`config.mk`:
```
export PLATFORM = sky130hd
export DESIGN_NAME = rst_src_recorder
export DESIGN_NICKNAME = d
export VERILOG_FILES = /design/src/rtl/rsr_pkg.sv /design/src/rtl/rsr_timer.sv /design/src/rtl/rsr_w1c_bank.sv /design/src/rtl/rst_src_recorder.sv
export SDC_FILE = /design/constraint.sdc
export NUM_CORES = 1
export LEC_CHECK = 0
export BUFFER_PORTS_ARGS = -buffer_cell sky130_fd_sc_hd__buf_2
export CELL_PAD_IN_SITES_DETAIL_PLACEMENT = 1
export CELL_PAD_IN_SITES_GLOBAL_PLACEMENT = 1
export CORE_MARGIN = 2
export CORE_UTILIZATION = 38
export CTS_CLUSTER_SIZE = 24
export DETAILED_ROUTE_END_ITERATION = 8
export PLACE_DENSITY_LB_ADDON = 0.1
export RECOVER_POWER = 100
export SYNTH_ARGS = -nofsm -noshare
export SYNTH_HDL_FRONTEND = slang
export SYNTH_SLANG_ARGS = --single-unit
```
`constraint.sdc`:
```
create_clock -name clk -period 2 [get_ports clk]
set_input_delay 0 -clock clk [delete_from_list [all_inputs] [get_ports clk]]
set_output_delay 0 -clock clk [all_outputs]
set_load 0.005 [all_outputs]
```
`src/rtl/rsr_pkg.sv`:
```
`timescale 1ns/1ps
package rsr_pkg;
    localparam int unsigned WORD_W  = 32;
    localparam int unsigned WARM_LO = 8;

    localparam int unsigned BIT_POR  = 1;
    localparam int unsigned BIT_WARM = 4;
    localparam int unsigned BIT_CORE = 5;

    // system sources: 0,2,3 and 8..17
    localparam logic [WORD_W-1:0] SYS_MASK   = 32'h0003_FF0D;
    // deferrable: pin 9, debug 10, stop timeout 12, watchdog 14, software 15, lockup 16
    localparam logic [WORD_W-1:0] DEFER_MASK = 32'h0001_D600;
    localparam logic [WORD_W-1:0] POR_VAL    = WORD_W'(1) << BIT_POR;

    typedef enum logic [1:0] {
        RA_LAST   = 2'd0,
        RA_STICKY = 2'd1,
        RA_IEN    = 2'd2,
        RA_FLAG   = 2'd3
    } rsr_addr_e;

    function automatic logic [WORD_W-1:0] add_warm(input logic [WORD_W-1:0] v);
        logic [WORD_W-1:0] r;
        r = v;
        r[BIT_WARM] = |v[WORD_W-1:WARM_LO];
        return r;
    endfunction
endpackage

```
`src/rtl/rsr_timer.sv`:
```
`timescale 1ns/1ps
module rsr_timer #(
    parameter int unsigned LEN = 16
) (
    input  logic clk,
    input  logic rst_n,
    input  logic start_i,
    input  logic clr_i,
    output logic busy_o,
    output logic done_o
);
    localparam int unsigned CW = (LEN > 2) ? $clog2(LEN) : 1;

    typedef struct packed {
        logic          busy;
        logic [CW-1:0] cnt;
    } tmr_t;

    tmr_t tmr_d, tmr_q;

    always_comb begin
        tmr_d  = tmr_q;
        done_o = tmr_q.busy && (tmr_q.cnt == '0);
        if (clr_i) begin
            tmr_d.busy = 1'b0;
            tmr_d.cnt  = '0;
        end else if (done_o) begin
            tmr_d.busy = 1'b0;
        end else if (tmr_q.busy) begin
            tmr_d.cnt = tmr_q.cnt - CW'(1);
        end else if (start_i) begin
            tmr_d.busy = 1'b1;
            tmr_d.cnt  = CW'(LEN - 1);
        end
    end

    always_ff @(posedge clk or negedge rst_n) begin
        if (!rst_n) tmr_q <= '0;
        else        tmr_q <= tmr_d;
    end

    assign busy_o = tmr_q.busy;


    count_step_chk: assert property (@(posedge clk) disable iff (!rst_n)
        (tmr_q.busy && tmr_q.cnt != '0 && !clr_i) |=> (tmr_q.busy && tmr_q.cnt == $past(tmr_q.cnt) - CW'(1)));
endmodule

```
`src/rtl/rsr_w1c_bank.sv`:
```
`timescale 1ns/1ps
module rsr_w1c_bank #(
    parameter int unsigned W       = 32,
    parameter logic [W-1:0] RST_VAL = '0
) (
    input  logic         clk,
    input  logic         rst_n,
    input  logic         sync_clr_i,
    input  logic [W-1:0] set_i,
    input  logic [W-1:0] clr_i,
    output logic [W-1:0] q_o
);
    logic [W-1:0] bits_d, bits_q;

    always_comb begin
        if (sync_clr_i) bits_d = '0;
        else            bits_d = set_i | (bits_q & ~clr_i);
    end

    always_ff @(posedge clk or negedge rst_n) begin
        if (!rst_n) bits_q <= RST_VAL;
        else        bits_q <= bits_d;
    end

    assign q_o = bits_q;


    set_wins_chk: assert property (@(posedge clk) disable iff (!rst_n)
        !sync_clr_i |=> ((bits_q & $past(set_i)) == $past(set_i)));
endmodule

```
`src/rtl/rst_src_recorder.sv`:
```
`timescale 1ns/1ps
module rst_src_recorder
    import rsr_pkg::*;
#(
    parameter int unsigned DELAY_CYC = 256,
    parameter int unsigned HOLD_CYC  = 16
) (
    input  logic              clk,
    input  logic              por_n,
    input  logic [WORD_W-1:0] src_req,
    input  logic              bus_wr,
    input  logic [1:0]        bus_addr,
    input  logic [WORD_W-1:0] bus_wdata,
    output logic [WORD_W-1:0] bus_rdata,
    output logic              sys_rst,
    output logic              core_rst,
    output logic              rst_irq
);
    typedef struct packed {
        logic [WORD_W-1:0] last;
        logic [WORD_W-1:0] ien;
        logic [WORD_W-1:0] pend;
    } rec_t;

    rec_t st_d, st_q;

    logic              hold_busy, hold_done_unused;
    logic              core_busy, core_done_unused;
    logic              dly_busy_unused, dly_done;
    logic [WORD_W-1:0] req_live, sys_req, imm_req, dfr_req, rec_set;
    logic              enter, core_hit, wr_ok;
    logic              wr_sticky, wr_flag, wr_ien;
    logic [WORD_W-1:0] sticky_q, flag_q;
    rsr_addr_e         addr;

    assign addr      = rsr_addr_e'(bus_addr);
    assign req_live  = hold_busy ? '0 : src_req;
    assign sys_req   = req_live & SYS_MASK;
    assign imm_req   = sys_req & ~st_q.ien;
    assign dfr_req   = sys_req & st_q.ien;
    assign rec_set   = st_q.pend | sys_req;
    assign enter     = (|imm_req) | dly_done;
    assign core_hit  = req_live[BIT_CORE];
    assign wr_ok     = bus_wr & ~hold_busy;
    assign wr_sticky = wr_ok && (addr == RA_STICKY);
    assign wr_flag   = wr_ok && (addr == RA_FLAG);
    assign wr_ien    = wr_ok && (addr == RA_IEN);

    always_comb begin
        st_d = st_q;
        if (enter) begin
            st_d.last = rec_set;
            st_d.ien  = '0;
            st_d.pend = '0;
        end else begin
            st_d.pend = st_q.pend | dfr_req;
            if (wr_ien)   st_d.ien = bus_wdata & DEFER_MASK;
            if (core_hit) st_d.last[BIT_CORE] = 1'b1;
        end
    end

    always_ff @(posedge clk or negedge por_n) begin
        if (!por_n) begin
            st_q.last <= POR_VAL;
            st_q.ien  <= '0;
            st_q.pend <= '0;
        end else begin
            st_q <= st_d;
        end
    end

    rsr_w1c_bank #(.W(WORD_W), .RST_VAL(POR_VAL)) u_sticky (
        .clk        (clk),
        .rst_n      (por_n),
        .sync_clr_i (1'b0),
        .set_i      (enter ? rec_set : '0),
        .clr_i      (wr_sticky ? bus_wdata : '0),
        .q_o        (sticky_q)
    );

    rsr_w1c_bank #(.W(WORD_W), .RST_VAL('0)) u_flag (
        .clk        (clk),
        .rst_n      (por_n),
        .sync_clr_i (enter),
        .set_i      (dfr_req),
        .clr_i      (wr_flag ? bus_wdata : '0),
        .q_o        (flag_q)
    );

    rsr_timer #(.LEN(DELAY_CYC)) u_delay (
        .clk     (clk),
        .rst_n   (por_n),
        .start_i ((|dfr_req) && !enter),
        .clr_i   (enter),
        .busy_o  (dly_busy_unused),
        .done_o  (dly_done)
    );

    rsr_timer #(.LEN(HOLD_CYC)) u_hold (
        .clk     (clk),
        .rst_n   (por_n),
        .start_i (enter),
        .clr_i   (1'b0),
        .busy_o  (hold_busy),
        .done_o  (hold_done_unused)
    );

    rsr_timer #(.LEN(HOLD_CYC)) u_core (
        .clk     (clk),
        .rst_n   (por_n),
        .start_i (core_hit),
        .clr_i   (1'b0),
        .busy_o  (core_busy),
        .done_o  (core_done_unused)
    );

    always_comb begin
        unique case (addr)
            RA_LAST:   bus_rdata = add_warm(st_q.last);
            RA_STICKY: bus_rdata = add_warm(sticky_q);
            RA_IEN:    bus_rdata = st_q.ien;
            default:   bus_rdata = flag_q;
        endcase
    end

    assign sys_rst  = hold_busy;
    assign core_rst = hold_busy | core_busy;
    assign rst_irq  = |flag_q;


    post_rst_clean_chk: assert property (@(posedge clk) disable iff (!por_n)
        $fell(sys_rst) |-> (st_q.ien == '0 && flag_q == '0));


    irq_quiet_chk: assert property (@(posedge clk) disable iff (!por_n)
        sys_rst |-> !rst_irq);


    sticky_keep_chk: assert property (@(posedge clk) disable iff (!por_n)
        !$past(wr_sticky) |-> ((sticky_q & $past(sticky_q)) == $past(sticky_q)));


    rec_nonempty_chk: assert property (@(posedge clk) disable iff (!por_n)
        $rose(sys_rst) |-> (st_q.last & SYS_MASK) != '0);


    core_not_sticky_chk: assert property (@(posedge clk) disable iff (!por_n)
        $rose(core_rst) && !sys_rst |-> !sticky_q[BIT_CORE]);
endmodule

```
==> Yosys cells after proc, flatten, opt, wreduce, memory -nomap -nowiden <==
Index checks and enable logic that the tools add are counted.
{ "totals": {"output_inout_bits": 35, "register_bits": 179, "inputBits": 69, "wordCells": 85} }
{ "op_classes": {"reduce_logical": 25, "bitwise": 17, "n_mux": 24, "eq_ne": 4, "n_addsub": 3} }
{ "ops": {"columns": ["operator", "n"], "rows": [
  ["32-bit 2-to-1 mux", 5],
  ["32-bit inverter", 3],
  ["32-bit OR", 3],
  ["32-bit one-hot mux with 3 select lines", 1],
  ["32-bit OR reduction", 3],
  ["18-bit by 32-bit AND with 32-bit output", 2],
  ["32-bit AND", 2],
  ["64-bit 2-to-1 mux", 1],
  ["24-bit OR reduction", 2],
  ["32-bit by 18-bit OR with 32-bit output", 1],
  ["18-bit 2-to-1 mux", 1],
  ["9-bit 2-to-1 mux", 2],
  ["8-bit 2-to-1 mux", 2],
  ["5-bit 2-to-1 mux", 2],
  ["4-bit logical NOT", 2],
  ["8-bit logical NOT", 1],
  ["1-bit 2-to-1 mux", 8],
  ["4-bit 2-to-1 mux", 2],
  ["2-bit nonzero test", 4],
  ["4-bit by 1-bit subtractor with 4-bit output, second input constant", 2],
  ["8-bit by 1-bit subtractor with 8-bit output, second input constant", 1],
  ["1-bit logical AND", 7],
  ["2-bit AND reduction", 3],
  ["2-bit == test, second input constant", 2],
  ["other kinds (8)", 11]
]} }

==> Logic depth before layout (Yosys ltp) <==
{ "depth": {"depth_word": 10, "ltp_mapped": 9, "ltp_nobuf": 7} }

==> Hierarchy <==
Synthesis repeated with hierarchy kept, for this count alone.
{ "unflattened": {"hier_cells": 675, "area_unflattened_um2": 6276.0} }
{ "modules_own_cells": {"columns": ["module", "seq_area_each_um2", "instances", "cells_each", "area_per_inst_um2"], "rows": [
  ["rst_src_recorder", 676.9, 1, 298, 2466.1],
  ["rsr_w1c_bank at u_sticky", 802.0, 1, 131, 1316.3],
  ["rsr_w1c_bank at u_flag", 800.8, 1, 131, 1315.0],
  ["rsr_timer at u_delay", 225.2, 1, 61, 613.1],
  ["rsr_timer at u_core ...", 125.1, 2, 27, 282.8]
]} }

==> Worst setup path before layout <==
No wires, ideal clock.
{ "synth_timing": {"path_kind": "flip-flop to flip-flop", "start": "register u_delay.tmr_q[3] (netlist name)", "end": "register st_q[64] (netlist name)", "path_slack_ps": 74, "arrival_ps": 1808, "n_path_buf": 1, "period_less_slack_ps": 1926, "setup_time_ps": 118, "path_stages_with_launch": 6, "t_required_ps": 1882, "path_cell_list": "dfrtp_1 > or4_4 > nor4_4 > nor2_1 > buf_2 > a21o_1"} }
{ "synth_between": {"elab_chain_cells": 3} }
{ "synth_lines": {"columns": ["item", "line", "rtl"], "rows": [
  ["start, declared", "rsr_timer.sv:19", "tmr_t tmr_d, tmr_q;"],
  ["start signal, assigned", "rsr_timer.sv:39", "else tmr_q <= tmr_d;"],
  ["8-bit logical NOT", "rsr_timer.sv:23", "done_o = tmr_q.busy && (tmr_q.cnt == '0);"],
  ["1-bit logical AND", "rsr_timer.sv:23", null],
  ["1-bit OR", "rst_src_recorder.sv:42", "assign enter = (|imm_req) | dly_done;"],
  ["end signal, assigned", "rst_src_recorder.sv:68", "st_q <= st_d;"],
  ["end, declared", "rst_src_recorder.sv:25", "rec_t st_d, st_q;"]
]} }
No other way between the ends.
A chain may end at the register's enable or synchronous reset.

==> Final worst setup path <==
{ "layout_timing": {"start": "register u_flag.bits_q[13], in the netlist u_flag.q_o[13]", "end": "output rst_irq"} }
{ "layout_between": {"elab_chain_cells": 1} }
{ "layout_lines": {"columns": ["item", "line", "rtl"], "rows": [
  ["start, declared", "rsr_w1c_bank.sv:13", "logic [W-1:0] bits_d, bits_q;"],
  ["start signal, assigned", "rsr_w1c_bank.sv:22", "else bits_q <= bits_d;"],
  ["32-bit OR reduction", "rst_src_recorder.sv:128", "assign rst_irq = |flag_q;"],
  ["end, declared", "rst_src_recorder.sv:17", "output logic rst_irq"]
]} }
No other way between the ends.

==> flow_summary_export.csv <==
group,metric,value,unit
run_status,status,"complete, no violations",
critical_path,end_kind,"output pin",
critical_path,crit_chain,"nor4_1 -> nand4_1 -> or2_2 -> buf_2",
die,die_h,123.6,um
critical_path,critPathRequiredTime,2.00,ns
route,drc,0,
placement,dp_hpwl,12.08,mm
sta,min_period_over_period,0.9671,
sta,maxSlewViolCount,0,
clock_tree,clk_path_buf_depth,2,
sta,worstMarginPinSlew,1.331,ns
finish,drive_gt1_frac,0.1764,
yosys,synth-seq-cells,109,
yosys,yosys-top-cells-count,"dfrtp_1 (107), nand2_1 (79), nor2_1 (44)",
critical_path,crit_slowest_cell,"nor4_1",
sta,relSlewSlack,0.1126,
flow_run,maxCapViolCount,0,
yosys,yosysSeqAreaShare,0.5026,
placement,place_ws,-0.02427,ns
global_route,grt.total_usage,0.2320,
critical_path,critical-path-max-stage-delay,0.50,ns
critical_path,arrival,1.93,ns
placement,io_buffers,85,
sta,grt_setup_unrepaired,"false",
finish,area_growth,26.19,%
route,dr.pass1.iters,4,
power_and_ir_drop,vdd.ir_drop.worst,543.0,uV
sta,fin_ws,0.06579,ns
placement,gp_congestion,0.8507,
yosys,synth_most_common_cell,"dfrtp_1",
finish,diodes,0,
yosys,yosys.area.top_type,"dfrtp_1",
die,die_area,15270,um2
route,wirelength,16.73,mm
route,viasPerCell,5.375,
sta,hold_viol_final,0,
die,io_pins,104,
yosys,synth_area,5431,um2
global_route,grt_pass1_wl,26.59,mm
yosys,ys.flop_type,"dfrtp_1",
route,drt-initial-drc-count,209,
global_route,grt_overflow,0,
placement,post_dp_cell_area,6226,um2
global_route,first_global_vias,4939,
clock_tree,clk_pin_slew,0.07,ns
clock_tree,cts_root_buf,"clkbuf_16",
clock_tree,tritoncts,"built",
route,ant_nets,0,
power_and_ir_drop,power,7412,uW
yosys,avgSynthCellArea,9.875,um2
die,start_util,0.3898,
route,vias,4655,
min_path,worst_hold_path_type,"in -> reg",
yosys,yosysWarnings,0,
sta,max_clock_freq,0.5170,GHz
yosys,synth-edff-count,0,
critical_path,critPathKind,"reg -> out",
clock_tree,cts.sinks,109,
route,wl_per_cell,19.32,um
finish,design_area,6854,um2
clock_tree,worstSkewPairLatency,0.36,ns
clock_tree,cts_buffers,9,
yosys,yosysUniqueCellTypes,51,
finish,nets,756,
critical_path,crit_path_start_kind,"flop",
sta,hold_ws,0.02701,ns
critical_path,critPathTopFamily,"simple AND/OR/NAND/NOR gates",
global_route,grt_max_degree,51,
yosys,synth_fp_nets,625,
power_and_ir_drop,p_leak,0.003236,uW
sta,min_period,1.934,ns
sta,setup_violations,0,
yosys,synth.area.top_cells,"dfrtp_1 (49%), mux2i_1 (5.7%), nand2_1 (5.5%)",
yosys,synth_top_area_share,0.4930,
critical_path,worst-path-buf-inv,1,
die,rows,43,
critical_path,cp_max_fo,3,
clock_tree,cts-htree-levels,3,
power_and_ir_drop,power_density,1081,nW/um2
global_route,antenna_found_initial,0,
die,die_x,123.6,um
yosys,synthArstFlopShare,1.000,
sta,clock_skew,0.007915,ns
yosys,syn_inst,550,
die,core-area,13930,um2
==> cells in the final DEF, fill, tap and decap left out, types with 6 or more instances in the layout <==
cell / netlist / layout
nor2b_1: 27 / 27
o21ai_0: 19 / 19
mux2i_1: 31 / 31
dlygate4sd3_1: 0 / 34
dfrtp_1: 107 / 107
o31ai_1: 9 / 9
a21o_1: 16 / 16
clkbuf_1: 21 / 30
a21boi_0: 18 / 18
buf_2: 5 / 56
clkbuf_2: 0 / 8
nand2_1: 79 / 79
inv_1: 20 / 20
nor2_1: 44 / 43
o211a_1: 6 / 6
and3_1: 31 / 31
ha_1: 6 / 6
nor4_1: 16 / 14
mux4_2: 6 / 6
a21oi_1: 22 / 22
buf_4: 1 / 17
nor3_1: 9 / 9
clkbuf_16: 0 / 9
==> per-stage QoR <==
stage,std cells,TNS (ns),util
floorplan,550,0,-
global placement,815,0,0.4468
detailed placement,815,-0.02462,0.4468
CTS,865,0,0.4957
global route,866,0,0.4919
finish,866,0,0.4919
==> worst paths after layout <==
path	start	to	slack (ns)	depth (start not counted)
max	u_flag.q_o[13]$_DFF_PN0_	rst_irq	0.07	4
min	src_req[3]	st_q[67]$_DFFE_PN0N_	0.03	3
max reg2reg	u_delay.tmr_q[3]$_DFFE_PN0P_	u_flag.q_o[29]$_DFF_PN0_	0.09	7
min reg2reg	st_q[64]$_DFFE_PN0N_	st_q[64]$_DFFE_PN0N_	0.48	1
max in group asynchronous	por_n	u_sticky.q_o[12]$_DFF_PN0_	0.47	3
min in group asynchronous	por_n	u_sticky.q_o[26]$_DFF_PN0_	0.47	2
==> final cells by class <==
cell class	count	area [um2]
flip-flops and latches	109	2730
fillers	1624	7081
inverters	20	75.07
repair buffers	151	987.2
multi-input cells	390	2510
well taps	180	225.2
clock buffers	11	242.7
clock inverters	5	83.83
==> power by group <==
part | internal (uW) | switching (uW) | leakage (uW)
sequential | 2690 | 469 | 0.00139
clock | 1140 | 831 | 0.000152
combinational | 1060 | 1230 | 0.00169
==> sequential cells by signal, summed over array words and instances (netlist names) <==
name / flops
u_sticky.q_o: 31
u_hold.busy_o: 1
u_delay.busy_o: 1
u_flag.q_o: 32
u_hold.tmr_q: 4
u_delay.tmr_q: 8
u_core.tmr_q: 4
st_q: 27
u_core.busy_o: 1
==> logic make-up after synthesis <==
| kind of cell | Yosys count | share of synthesized area |
|---|---|---|
| xor+xnor | 3 | 0.004838 |
| flops | 109 | 0.5026 |
| mux | 37 | 0.08201 |
| compound gates | 111 | 0.1417 |
| buf+inv | 51 | 0.04123 |
| simple gates | 233 | 0.2138 |
| fa+ha+maj | 6 | 0.01382 |
==> tightest hold or removal path, cell delays in order <==
cell and delay (ns):
buf_2 0.08, nor2b_1 0.17, a21o_1 0.10
==> what timing repair did <==
| action | CTS | global route |
|---|---|---|
| pin swaps | 0 | 1 |
| buffers inserted | 0 | 1 |
| hold endpoints to repair | 111 | 0 |
| hold buffers | 34 | 0 |
| setup endpoints to repair | 1 | 7 |
| resized for setup | 3 | 3 |
==> layer usage <==
| metal | GRT usage | vias up | part of all wire |
|---|---|---|---|
| met1 | 0.2972 | 2360 | 0.45 |
| met4 | 0.06250 | 0 | 0.019 |
| met5 | 0 | - | 0 |
| met3 | 0.04982 | 19 | 0.036 |
| met2 | 0.3970 | 92 | 0.49 |
| li1 | - | 2184 | - |
Note: power is estimated with default switching activity, not from simulation.
